**config.mk**
```make
export PLATFORM = sky130hd
export DESIGN_NAME = ct_release_ctrl
export DESIGN_NICKNAME = d
export VERILOG_FILES = /design/src/rtl/ct_pkg.sv /design/src/rtl/ct_thr_reg.sv /design/src/rtl/ct_pkt_track.sv /design/src/rtl/ct_release_ctrl.sv
export SDC_FILE = /design/constraint.sdc
export NUM_CORES = 1
export LEC_CHECK = 0
export ABC_CLOCK_PERIOD_IN_PS = 6200
export BUFFER_PORTS_ARGS = -buffer_cell sky130_fd_sc_hd__buf_2
export CAP_MARGIN = 20
export CORE_MARGIN = 2
export CORE_UTILIZATION = 58
export CTS_BUF_LIST = sky130_fd_sc_hd__clkbuf_4
export DETAILED_ROUTE_END_ITERATION = 10
export PLACE_DENSITY_LB_ADDON = 0.1
export SLEW_MARGIN = 40
export SYNTH_ARGS = -nofsm -noshare
export SYNTH_HDL_FRONTEND = slang
export SYNTH_SLANG_ARGS = --single-unit
export TNS_END_PERCENT = 20
```
**constraint.sdc**
```tcl
create_clock -name clk -period 6.2 [get_ports clk]
set_input_delay 1.24 -clock clk [delete_from_list [all_inputs] [get_ports clk]]
set_output_delay 1.24 -clock clk [all_outputs]
set_load 0.05 [all_outputs]
```
**src/rtl/ct_pkg.sv**
```systemverilog
package ct_pkg;
  localparam int CFG_W   = 32;
  localparam int MIN_THR = 190;
  typedef enum logic {REL_STORE = 1'b0, REL_CUT = 1'b1} rel_kind_e;
endpackage

```
**src/rtl/ct_thr_reg.sv**
```systemverilog
module ct_thr_reg #(
  parameter int THR_W   = 12,
  parameter int MIN_THR = ct_pkg::MIN_THR
) (
  input  logic             clk,
  input  logic             rst,
  input  logic             wr_en,
  input  logic [THR_W-1:0] wdata,
  input  logic [THR_W-1:0] hwm,
  output logic [THR_W-1:0] thr_q,
  output logic             err_q
);
  localparam logic [THR_W-1:0] MIN_V = THR_W'(MIN_THR);

  logic             too_low, too_high;
  logic [THR_W-1:0] thr_nxt;

  always_comb begin
    too_low  = wdata < MIN_V;
    too_high = wdata >= hwm;
    if (too_low)       thr_nxt = MIN_V;
    else if (too_high) thr_nxt = hwm - 1'b1;
    else               thr_nxt = wdata;
  end

  always_ff @(posedge clk) begin
    if (rst) begin
      thr_q <= MIN_V;
      err_q <= 1'b0;
    end else if (wr_en) begin
      thr_q <= thr_nxt;
      if (too_low || too_high) err_q <= 1'b1;
    end
  end

  // a low write lands on the floor and raises the flag
  a_r3_floor_clamp: assert property (@(posedge clk) disable iff (rst)
    wr_en && (wdata < MIN_V) |=> (thr_q == MIN_V) && err_q);
  // the flag is sticky
  a_r3_err_sticky: assert property (@(posedge clk) disable iff (rst)
    err_q |=> err_q);
  // a write at or over the watermark lands one below it
  a_r4_hwm_clamp: assert property (@(posedge clk) disable iff (rst)
    wr_en && (wdata >= MIN_V) && (wdata >= hwm) |=> (thr_q == $past(hwm) - 1'b1) && err_q);
endmodule

```
**src/rtl/ct_pkt_track.sv**
```systemverilog
module ct_pkt_track #(
  parameter int THR_W = 12
) (
  input  logic             clk,
  input  logic             rst,
  input  logic             valid,
  input  logic             sop,
  input  logic             eop,
  input  logic [THR_W-1:0] thr,
  output logic             rel_q,
  output logic             cut_q
);
  import ct_pkg::*;
  localparam logic [THR_W-1:0] CNT_MAX = {THR_W{1'b1}};

  logic [THR_W-1:0] cnt_q, thr_act_q, base, t_use;
  logic             in_pkt_q, done_q, accept, dn, hit;

  always_comb begin
    accept = valid && (sop || in_pkt_q);
    base   = sop ? THR_W'(1) : ((cnt_q == CNT_MAX) ? cnt_q : cnt_q + 1'b1);
    t_use  = sop ? thr : thr_act_q;
    dn     = sop ? 1'b0 : done_q;
    hit    = base >= t_use;
  end

  always_ff @(posedge clk) begin
    if (rst) begin
      cnt_q     <= '0;
      thr_act_q <= '0;
      in_pkt_q  <= 1'b0;
      done_q    <= 1'b0;
      rel_q     <= 1'b0;
      cut_q     <= 1'b0;
    end else begin
      rel_q <= 1'b0;
      cut_q <= REL_STORE;
      if (accept) begin
        cnt_q     <= base;
        thr_act_q <= t_use;
        if (eop) begin
          in_pkt_q <= 1'b0;
          done_q   <= 1'b0;
          if (!dn) rel_q <= 1'b1;
        end else begin
          in_pkt_q <= 1'b1;
          if (hit && !dn) begin
            rel_q  <= 1'b1;
            cut_q  <= REL_CUT;
            done_q <= 1'b1;
          end else begin
            done_q <= dn;
          end
        end
      end
    end
  end

  // an accepted end word of an unreleased packet releases store-and-forward
  a_r7_eop_store: assert property (@(posedge clk) disable iff (rst)
    valid && eop && !sop && in_pkt_q && !done_q |=> rel_q && !cut_q);
  // no second pulse once the packet was cut through
  a_r8_single: assert property (@(posedge clk) disable iff (rst)
    valid && !sop && eop && done_q |=> !rel_q);
  // stray words outside a packet do nothing
  a_r11_stray: assert property (@(posedge clk) disable iff (rst)
    valid && !sop && !in_pkt_q |=> !rel_q);
  // cut flag only qualifies a pulse
  a_r5_cut_qual: assert property (@(posedge clk) disable iff (rst)
    cut_q |-> rel_q);
endmodule

```
**src/rtl/ct_release_ctrl.sv**
```systemverilog
module ct_release_ctrl #(
  parameter int NUM_PORTS = 2,
  parameter int THR_W     = 12,
  parameter int PIDX_W    = (NUM_PORTS > 1) ? $clog2(NUM_PORTS) : 1
) (
  input  logic                       clk,
  input  logic                       rst,
  input  logic                       cfg_wr,
  input  logic [PIDX_W-1:0]          cfg_port,
  input  logic [ct_pkg::CFG_W-1:0]   cfg_wdata,
  output logic [ct_pkg::CFG_W-1:0]   cfg_rdata,
  output logic [NUM_PORTS-1:0]       cfg_err,
  input  logic [NUM_PORTS*THR_W-1:0] hwm,
  input  logic [NUM_PORTS-1:0]       wr_valid,
  input  logic [NUM_PORTS-1:0]       wr_sop,
  input  logic [NUM_PORTS-1:0]       wr_eop,
  output logic [NUM_PORTS-1:0]       rel_pulse,
  output logic [NUM_PORTS-1:0]       rel_cut
);
  import ct_pkg::*;
  localparam int PAD_W = CFG_W - THR_W;

  logic [THR_W-1:0] thr [NUM_PORTS];
  logic [THR_W-1:0] rd_sel;

  for (genvar p = 0; p < NUM_PORTS; p++) begin : g_port
    logic sel_wr;
    assign sel_wr = cfg_wr && (cfg_port == PIDX_W'(p));

    ct_thr_reg #(.THR_W(THR_W)) u_thr (
      .clk   (clk),
      .rst   (rst),
      .wr_en (sel_wr),
      .wdata (cfg_wdata[THR_W-1:0]),
      .hwm   (hwm[p*THR_W +: THR_W]),
      .thr_q (thr[p]),
      .err_q (cfg_err[p])
    );

    ct_pkt_track #(.THR_W(THR_W)) u_trk (
      .clk   (clk),
      .rst   (rst),
      .valid (wr_valid[p]),
      .sop   (wr_sop[p]),
      .eop   (wr_eop[p]),
      .thr   (thr[p]),
      .rel_q (rel_pulse[p]),
      .cut_q (rel_cut[p])
    );
  end

  always_comb begin
    rd_sel = '0;
    for (int p = 0; p < NUM_PORTS; p++)
      if (cfg_port == PIDX_W'(p)) rd_sel = thr[p];
  end

  always_ff @(posedge clk) begin
    if (rst) cfg_rdata <= '0;
    else     cfg_rdata <= {{PAD_W{1'b0}}, rd_sel};
  end

  // readback upper bits are always zero
  a_r2_upper_zero: assert property (@(posedge clk) disable iff (rst)
    cfg_rdata[CFG_W-1:THR_W] == '0);
endmodule

```
==> results.md, run 1 <==
* Tightest Pin Transition at 0.784 ns
* Synth Warn # at 0
* Hold WC Path Type: flop to flop
* Via-per-instance ratio at ~5.7
* Cell-internal power at around 0.00086 W
* Antenna cells at 0
* Max-slew violations at 0
* Residual DRC count at 0
* Clock sink count at 94
* Antenna-violating nets left at 0
* Core area at between 0.01 and 0.015 mm²
* Root buffer cell: clkbuf_4
* Deepest clock path buffer count at 2
* Synth Register Bits at 94
* Cells after synthesis at about 740
* Synth unique cells at slightly below 60
* Fin crit period at approximately 3.8 ns
* Power per cell area at just under 200 mW/mm²
* Async SR Flop Fraction at 0
* Critical path type: flop to flop
* Main synth FF type: dfxtp_1
* Logic pwr share at 0.223
* Global-route wire length before repair at 23300 µm
* Clock H-tree levels at 3
* Antenna violations before repair at 0
* Register share of total power at 0.514
* Reg-to-Reg Start: g_port[1].u_trk.cnt_q[3]$_SDFFE_PP0P_
* Avg Cell Area, Syn at roughly 8.2 µm²
* Total CTS buffers at 9
* Post-synthesis sequential area ratio at 0.309
* R2R Setup Slk at around 2.4 ns
* Wire per inst at about 15 µm
* Post-DP HPWL at around 10000 µm
* Starting DRT DRC Count at around 250
* CTS tree: built
* F_max at 263 MHz
* Chip Height at 106 µm
* Sw frac at 0.327
* Post-CTS Setup Bufs at 0
* VDD IR max at ~0.095 mV
* Final Util at 0.628
* Peak fanout along the critical path at 12
* RSZ-0062 raised after global routing: false
* Most frequent cell after synthesis: nor2_1
* Core Rows at 37
* Status: completed
* GR Overflow Total at 0
* Total GRT Usage at 0.253
* Crit end category: flop
* Final GP Congestion at 0.848
* Hold path start: g_port[0].u_thr.err_q$_SDFFE_PP0P_
* Worst hold path stage count at 2
* EDFF count, synth at 0
* Top-Level Pins at between 100 and 150
* Max Clock Skew at approximately 0.011 ns
* Die area at between 0.01 and 0.015 mm²
* Post-synth top area cell: dfxtp_1
* CP Data Arrival Time at 4.11 ns
* Starting Density at 0.592
* Fillers at about 940
* Reg clk slew, reported paths at 0.15 ns
* Fin crit share at 0.612
* Syn-to-layout area delta at 6.08%
* IO Port Bufs at 63
* Commonest cells post-synth: 99 x nor2_1, 94 x dfxtp_1, 59 x mux2i_1
* Hold EP: g_port[0].u_thr.err_q$_SDFFE_PP0P_
* Setup TNS at 0 ns
* Yosys top cell area share at 0.309
* Final Hold Vio Count at 0
* Die width at 106 µm
* Mapped Area at between 0.006 and 0.007 mm²
* Worst EP required at about 6.5 ns
* Vias post-DR at 5240
* First-pass DRT Iterations at 4
* Final net count at between 800 and 900
* Psw at between 0.0004 and 0.0005 W
* Setup violations, final at 0
* Reg2Reg Depth at 13
* Slew HR at 0.477
* Leak at roughly 2.9 nW
* Crit start category: flop
* Max-cap viol count at 0
* Top cells by area, synth: dfxtp_1 31%, ha_1 11%, mux2i_1 9.7%
* Clock Power Share at 0.263
* Clock latency on the worst-skew pair at 0.45 ns
* CTS Hold Buffers Added at 0
* Pin count of the biggest net entering global routing at between 60 and 70
* Vias in the first global route at 4990
* Worst r2r dst: g_port[1].u_trk.rel_q$_SDFF_PP0_
* Post-cts gate resize count at 0
* Fraction of layout cells with a size suffix above 1 at 0.123
* Routed WL at between 10000 and 15000 µm
[metrics by stage]
| stage | power [W] | hold WS [ns] | setup WS (ns) | cells | cell area [µm²] |
|---|---|---|---|---|---|
| after CTS | 0.00128 | 0.457 | 2.49 | 914 | 6460 |
| after floorplan | 0.000887 | 0.426 | 2.75 | 757 | 6160 |
| after global routing | 0.00135 | 0.484 | 2.20 | 914 | 6460 |
| final | 0.00128 | 0.454 | 2.40 | 914 | 6460 |
| after global placement | 0.000942 | 0.434 | 2.29 | 898 | 6320 |
| after detailed placement | 0.000954 | 0.437 | 2.19 | 898 | 6320 |
[layout by cell type (no fill, tap or decap), types with 8 or more instances in the layout]
master,n
nor3_1,21
o21a_1,8
nand2_1,48
a21oi_1,53
dfxtp_1,94
a31oi_1,12
clkbuf_4,9
inv_1,34
conb_1,20
mux2i_1,59
xnor2_1,21
nor2_1,99
a21o_1,13
o21ai_0,29
ha_1,52
xor2_1,8
a211oi_1,33
nand3_1,11
nand4_1,12
buf_2,63
[registers in the layout (all words and copies together), names as in the netlist]
register,count
g_port.u_trk.thr_act_q,24
cfg_rdata,12
g_port.u_thr.thr_q,24
g_port.u_trk.done_q,2
g_port.u_trk.cut_q,2
g_port.u_trk.rel_q,2
g_port.u_trk.in_pkt_q,2
g_port.u_trk.cnt_q,24
g_port.u_thr.err_q,2
[worst max-delay path by stage]
stage,startpoint,to,cells after the start
after global placement,wr_sop[1],g_port[1].u_trk.rel_q$_SDFF_PP0_,9
after CTS,g_port[1].u_trk.cnt_q[3]$_SDFFE_PP0P_,g_port[1].u_trk.rel_q$_SDFF_PP0_,13
after global routing,g_port[1].u_trk.cnt_q[3]$_SDFFE_PP0P_,g_port[1].u_trk.rel_q$_SDFF_PP0_,13
after detailed placement,wr_sop[1],g_port[1].u_trk.rel_q$_SDFF_PP0_,9
final,g_port[1].u_trk.cnt_q[3]$_SDFFE_PP0P_,g_port[1].u_trk.rel_q$_SDFF_PP0_,13
after floorplan,wr_sop[0],g_port[0].u_trk.cut_q$_SDFF_PP0_,11
[area by class of cell]
| cell class | instances | area [µm²] | share of cell area |
|---|---|---|---|
| Clock inverter | 7 | 72.6 | 0.0112 |
| Sequential cell | 94 | 1880 | 0.291 |
| Inverter | 35 | 131 | 0.0203 |
| Clock buffer | 9 | 67.6 | 0.0105 |
| Tap cell | 136 | 170 | 0.0263 |
| Multi-Input combinational cell | 566 | 3790 | 0.587 |
| Timing Repair Buffer | 67 | 345 | 0.0535 |
[power by group through the flow]
| stage | clock network, W | registers, W | logic, W |
|---|---|---|---|
| floorplan | 0 | 0.000678 | 0.000209 |
| global placement | 0 | 0.000668 | 0.000275 |
| detailed placement | 0 | 0.000669 | 0.000285 |
| CTS | 0.000341 | 0.000656 | 0.000286 |
| global route | 0.000368 | 0.000659 | 0.000317 |
| finish | 0.000337 | 0.000656 | 0.000284 |
[critical path: stages, from the launching register on]
cell      delay, ns
dfxtp_1        0.53
and4_1         0.29
nand4_1        0.43
and2b_1        0.41
nand3_1        0.13
xor2_1         0.19
nor2_1         0.07
ha_1           0.32
a21o_1         0.18
a21o_1         0.17
a21oi_1        0.13
o31ai_1        0.10
a221oi_1       0.55
a21oi_1        0.16
[layer usage]
layer  up-vias  routed length (µm)  part of all wire  track usage
li1       2652                   -                 -            -
met3        27                 443             0.032       0.0251
met2       125                6430              0.47        0.421
met1      2436                6530              0.47        0.333
met4         0                 367             0.027        0.109
met5         -                   0                 0            0
[kinds of logic (layout without fill, tap and decap cells)]
group                      Yosys count  in the layout  synth area share
muxes                               62             62             0.103
AOI/OAI and AO/OA                  175            175             0.185
DFF                                 94             94             0.309
and+or+nand+nor                    228            228             0.174
xor gates and xnor gates            29             29            0.0417
buffers and inverters               97            118            0.0806
adders and majority gates           52             52             0.107
other                                1             20          0.000616
Note: power is estimated with default switching activity, not from simulation.
==> run 2, diff against run 1 <==
- ABC_AREA: unset -> 1
- ABC_CLOCK_PERIOD_IN_PS: 6200 -> 3600
- clock period: 6.2 -> 3.6 ns (I/O delays scaled with it)
==> run 2 against run 1 <==
Cell area is 7.7% higher. Highest routed layer unchanged. Core utilization is 0.77 points higher. Clock power is 72% higher. Synthesized cell count is 33% higher. First-iteration DRC count is 77% higher. Count of clock-buffer cells in the layout stayed put. Wire length is 4.5% higher. Largest cell class unchanged. Global-route usage is 1.2 points lower.
==> results.md, run 2 <==
* Max-cap viol count at 0 (unchanged)
* Worst path buffer plus inverter count at 4 (was 0)
* Starting Density at 0.601 (was 0.592)
* Routing usage on met3 at 0.0252 (was 0.0251)
* Peak fanout along the critical path at 11 (was 12)
* Routed WL at 14400 µm (was 13800 µm)
* Synth Warn # at 0 (unchanged)
* Clock H-tree levels at 3 (unchanged)
* Most used routing layer: met2 (unchanged)
* Via-per-instance ratio at 5.09 (was 5.73)
* Clock sink count at 94 (unchanged)
* Setup TNS at 0 ns (unchanged)
* Antenna-violating nets left at 0 (unchanged)
* Worst EP required at 3.97 ns (was 6.52 ns)
* Status: completed (unchanged)
* Post-DP HPWL at 11200 µm (was 10500 µm)
* Post-cts gate resize count at 0 (unchanged)
* Leak at 3.67 nW (was 2.87 nW)
* Slowest stage delay, CP at 0.42 ns (was 0.55 ns)
* Pin count of the biggest net entering global routing at 49 (was 69)
* CP Data Arrival Time at 3.08 ns (was 4.11 ns)
* Final net count at 1133 (was 891)
* Reg clk slew, reported paths at 0.15 ns (about the same)
* Synth Register Bits at 94 (unchanged)
* Critical path type: flop to flop (unchanged)
* Core area at 0.0109 mm² (was 0.0103 mm²)
* Die area at 0.0122 mm² (was 0.0113 mm²)
* Wire per inst at 12.4 µm (was 15.1 µm)
* Fin crit period at 2.71 ns (was 3.80 ns)
* Avg Cell Area, Syn at 6.72 µm² (was 8.25 µm²)
* Post-synthesis sequential area ratio at 0.286 (was 0.309)
* Yosys top cell area share at 0.286 (was 0.309)
* F_max at 370 MHz (was 263 MHz)
* Crit-path cells: ha_1 > nand3_2 > nor2_4 > nand3_2 > clkinv_2 > nand2_2 > nand3_2 > nand2_1 > inv_1 > ha_1 > nand2_1 > inv_1 > nand2_1 > nand2_1 > a21oi_1 > nand3_1 > o21bai_1 > inv_1 (was and4_1 > nand4_1 > and2b_1 > nand3_1 > xor2_1 > nor2_1 > ha_1 > a21o_1 > a21o_1 > a21oi_1 > o31ai_1 > a221oi_1 > a21oi_1)
* Hold_ws at 0.461 ns (was 0.454 ns)
* Vias in the first global route at 5303 (was 4990)
* CTS Hold Buffers Added at 0 (unchanged)
* Crit end category: flop (unchanged)
* Slew HR at 0.521 (was 0.477)
* CTS tree: built (unchanged)
* Worst path top cell family by delay: simple AND/OR/NAND/NOR gates (unchanged)
* EDFF count, synth at 0 (unchanged)
* Final GP Congestion at 0.849 (was 0.848)
* Root buffer cell: clkbuf_4 (unchanged)
* Syn-to-layout area delta at 5.76% (was 6.08%)
* Deepest clock path buffer count at 2 (unchanged)
* Tightest Pin Transition at 0.718 ns (was 0.784 ns)
* Hold WC Path Type: flop to flop (unchanged)
* Fillers at 1121 (was 943)
* Slowest stage cell, crit path: dfxtp_1 (was a221oi_1)
* GR Overflow Total at 0 (unchanged)
* Top-Level Pins at 104 (unchanged)
* Die width at 110 µm (was 106 µm)
* Mapped Area at 0.00658 mm² (was 0.00609 mm²)
* Most frequent cells in the layout: 233 x nand2_1, 118 x inv_1, 96 x nor2_1 (was 99 x nor2_1, 94 x dfxtp_1, 63 x buf_2)
* Total GRT Usage at 0.241 (was 0.253)
* Critical path's most frequent cell: nand2_1
* Largest regs: g_port.u_thr.thr_q: 24 flops, g_port.u_trk.cnt_q: 24 flops, g_port.u_trk.thr_act_q: 24 flops (unchanged)
* Crit start category: flop (unchanged)
* Top cells by area, synth: dfxtp_1 29%, nand2_1 13%, ha_1 9.9% (was dfxtp_1 31%, ha_1 11%, mux2i_1 9.7%)
* Power per cell area at 342 mW/mm² (was 198 mW/mm²)
* Fraction of layout cells with a size suffix above 1 at 0.122 (was 0.123)
* Post-synth top area cell: dfxtp_1 (unchanged)
* Chip Height at 110 µm (was 106 µm)
* Final Hold Vio Count at 0 (unchanged)
* First-pass DRT Iterations at 5 (was 4)
* Total CTS buffers at 9 (unchanged)
* Synth unique cells at 39 (was 59)
* GR Util met2 at 0.390 (was 0.421)
* VDD IR max at 0.210 mV (was 0.0949 mV)
* Residual DRC count at 0 (unchanged)
* Setup violations, final at 0 (unchanged)
* Max Clock Skew at 0.0144 ns (was 0.0109 ns)
* Global-route wire length before repair at 24800 µm (was 23300 µm)
* Clock latency on the worst-skew pair at 0.46 ns (was 0.45 ns)
* IO Port Bufs at 63 (unchanged)
* Reg area at 0.00188 mm² (unchanged)
* Antenna violations before repair at 1 (was 0)
* Grt met1 use at 0.331 (was 0.333)
* Async SR Flop Fraction at 0 (unchanged)
* Area of the multi-input gates at 0.00393 mm² (was 0.00379 mm²)
* Main synth FF type: dfxtp_1 (unchanged)
* Post-CTS Setup Bufs at 0 (unchanged)
* RSZ-0062 raised after global routing: false (unchanged)
* Commonest cells post-synth: 233 x nand2_1, 118 x inv_1, 96 x nor2_1 (was 99 x nor2_1, 94 x dfxtp_1, 59 x mux2i_1)
* Cells after synthesis at 979 (was 738)
* Core Rows at 38 (was 37)
* Starting DRT DRC Count at 433 (was 245)
* Most frequent cell after synthesis: nand2_1 (was nor2_1)
* Fin crit share at 0.751 (was 0.612)
* Commonest non-fill, non-tap cell in the layout: nand2_1 (was nor2_1)
* Vias post-DR at 5908 (was 5240)
* Max-slew violations at 0 (unchanged)
## run 2: cell types whose count changed after synthesis, moves of 19 or more
cell     before  now
nor3_1       21    2
nand3_1      11   80
inv_1        34  118
o21ai_0      29   48
nand2_1      48  233
a21oi_1      53   74
mux2i_1      59   22
xnor2_1      21    2
## run 2: layout make-up
| type | instances | share of cell area |
|---|---|---|
| clock buffers | 9 | 0.00971 |
| diodes | 1 | 0.000360 |
| inverters | 125 | 0.0678 |
| repair buffers | 68 | 0.0507 |
| clock inverters | 7 | 0.0108 |
| well taps | 140 | 0.0252 |
| flip-flops and latches | 94 | 0.271 |
| multi-input cells | 717 | 0.565 |
## run 2: logic make-up (layout without fill, tap and decap cells)
logic type | Yosys count | in the layout | share of synthesized area
other | 1 | 21 | 0.000570
adder cells (fa/ha/maj) | 52 | 52 | 0.0989
AND/OR/NAND/NOR | 446 | 446 | 0.294
buffers and inverters | 187 | 209 | 0.127
AO/OA/AOI/OAI | 157 | 157 | 0.133
XOR/XNOR | 20 | 20 | 0.0266
flip-flops | 94 | 94 | 0.286
multiplexers | 22 | 22 | 0.0335
## run 2: final timing paths
path / startpoint / to / slack, ns / depth (start not counted)
setup / recovery: g_port[1].u_trk.cnt_q[0]$_SDFFE_PP0P_ / g_port[1].u_trk.rel_q$_SDFF_PP0_ / 0.89 / 18
hold / removal: g_port[1].u_trk.thr_act_q[0]$_SDFFE_PP0P_ / g_port[1].u_trk.thr_act_q[0]$_SDFFE_PP0P_ / 0.46 / 2
setup reg to reg: g_port[1].u_trk.cnt_q[0]$_SDFFE_PP0P_ / g_port[1].u_trk.rel_q$_SDFF_PP0_ / 0.89 / 18
hold reg to reg: g_port[1].u_trk.thr_act_q[0]$_SDFFE_PP0P_ / g_port[1].u_trk.thr_act_q[0]$_SDFFE_PP0P_ / 0.46 / 2
## run 2: through the flow
step / setup slack (ns) / area [µm²] / std cells / util / total power (W)
global placement: 0.879 / 6810 / 1144 / 0.623 / 0.00181
global route: 0.504 / 6960 / 1161 / 0.636 / 0.00253
CTS: 0.875 / 6950 / 1160 / 0.636 / 0.00238
detailed placement: 0.877 / 6810 / 1144 / 0.623 / 0.00182
finish: 0.895 / 6960 / 1161 / 0.636 / 0.00238
floorplan: 1.23 / 6650 / 998 / - / 0.00168
## run 2: worst register-to-register path: cells and delay by family (launching register included)
family	cells	cell delay, ns
simple gates	10	1.10
fa+ha+maj	2	0.45
flops	1	0.42
compound gates	2	0.37
buf+inv	4	0.27
## run 2: metal layers
layer | part of all wire | wire length, µm | up-vias
li1 | - | - | 3199
met4 | 0.019 | 269 | 0
met3 | 0.035 | 507 | 20
met1 | 0.49 | 7060 | 2566
met5 | 0 | 0 | -
met2 | 0.46 | 6550 | 123
## run 2: report_power, final
| group | switching [W] | leakage (nW) | total [W] | internal (W) |
|---|---|---|---|---|
| Combinational | 0.000430 | 2.82 | 0.000632 | 0.000203 |
| Sequential | 0.0000501 | 0.775 | 0.00116 | 0.00111 |
| Clock | 0.000369 | 0.0698 | 0.000581 | 0.000213 |
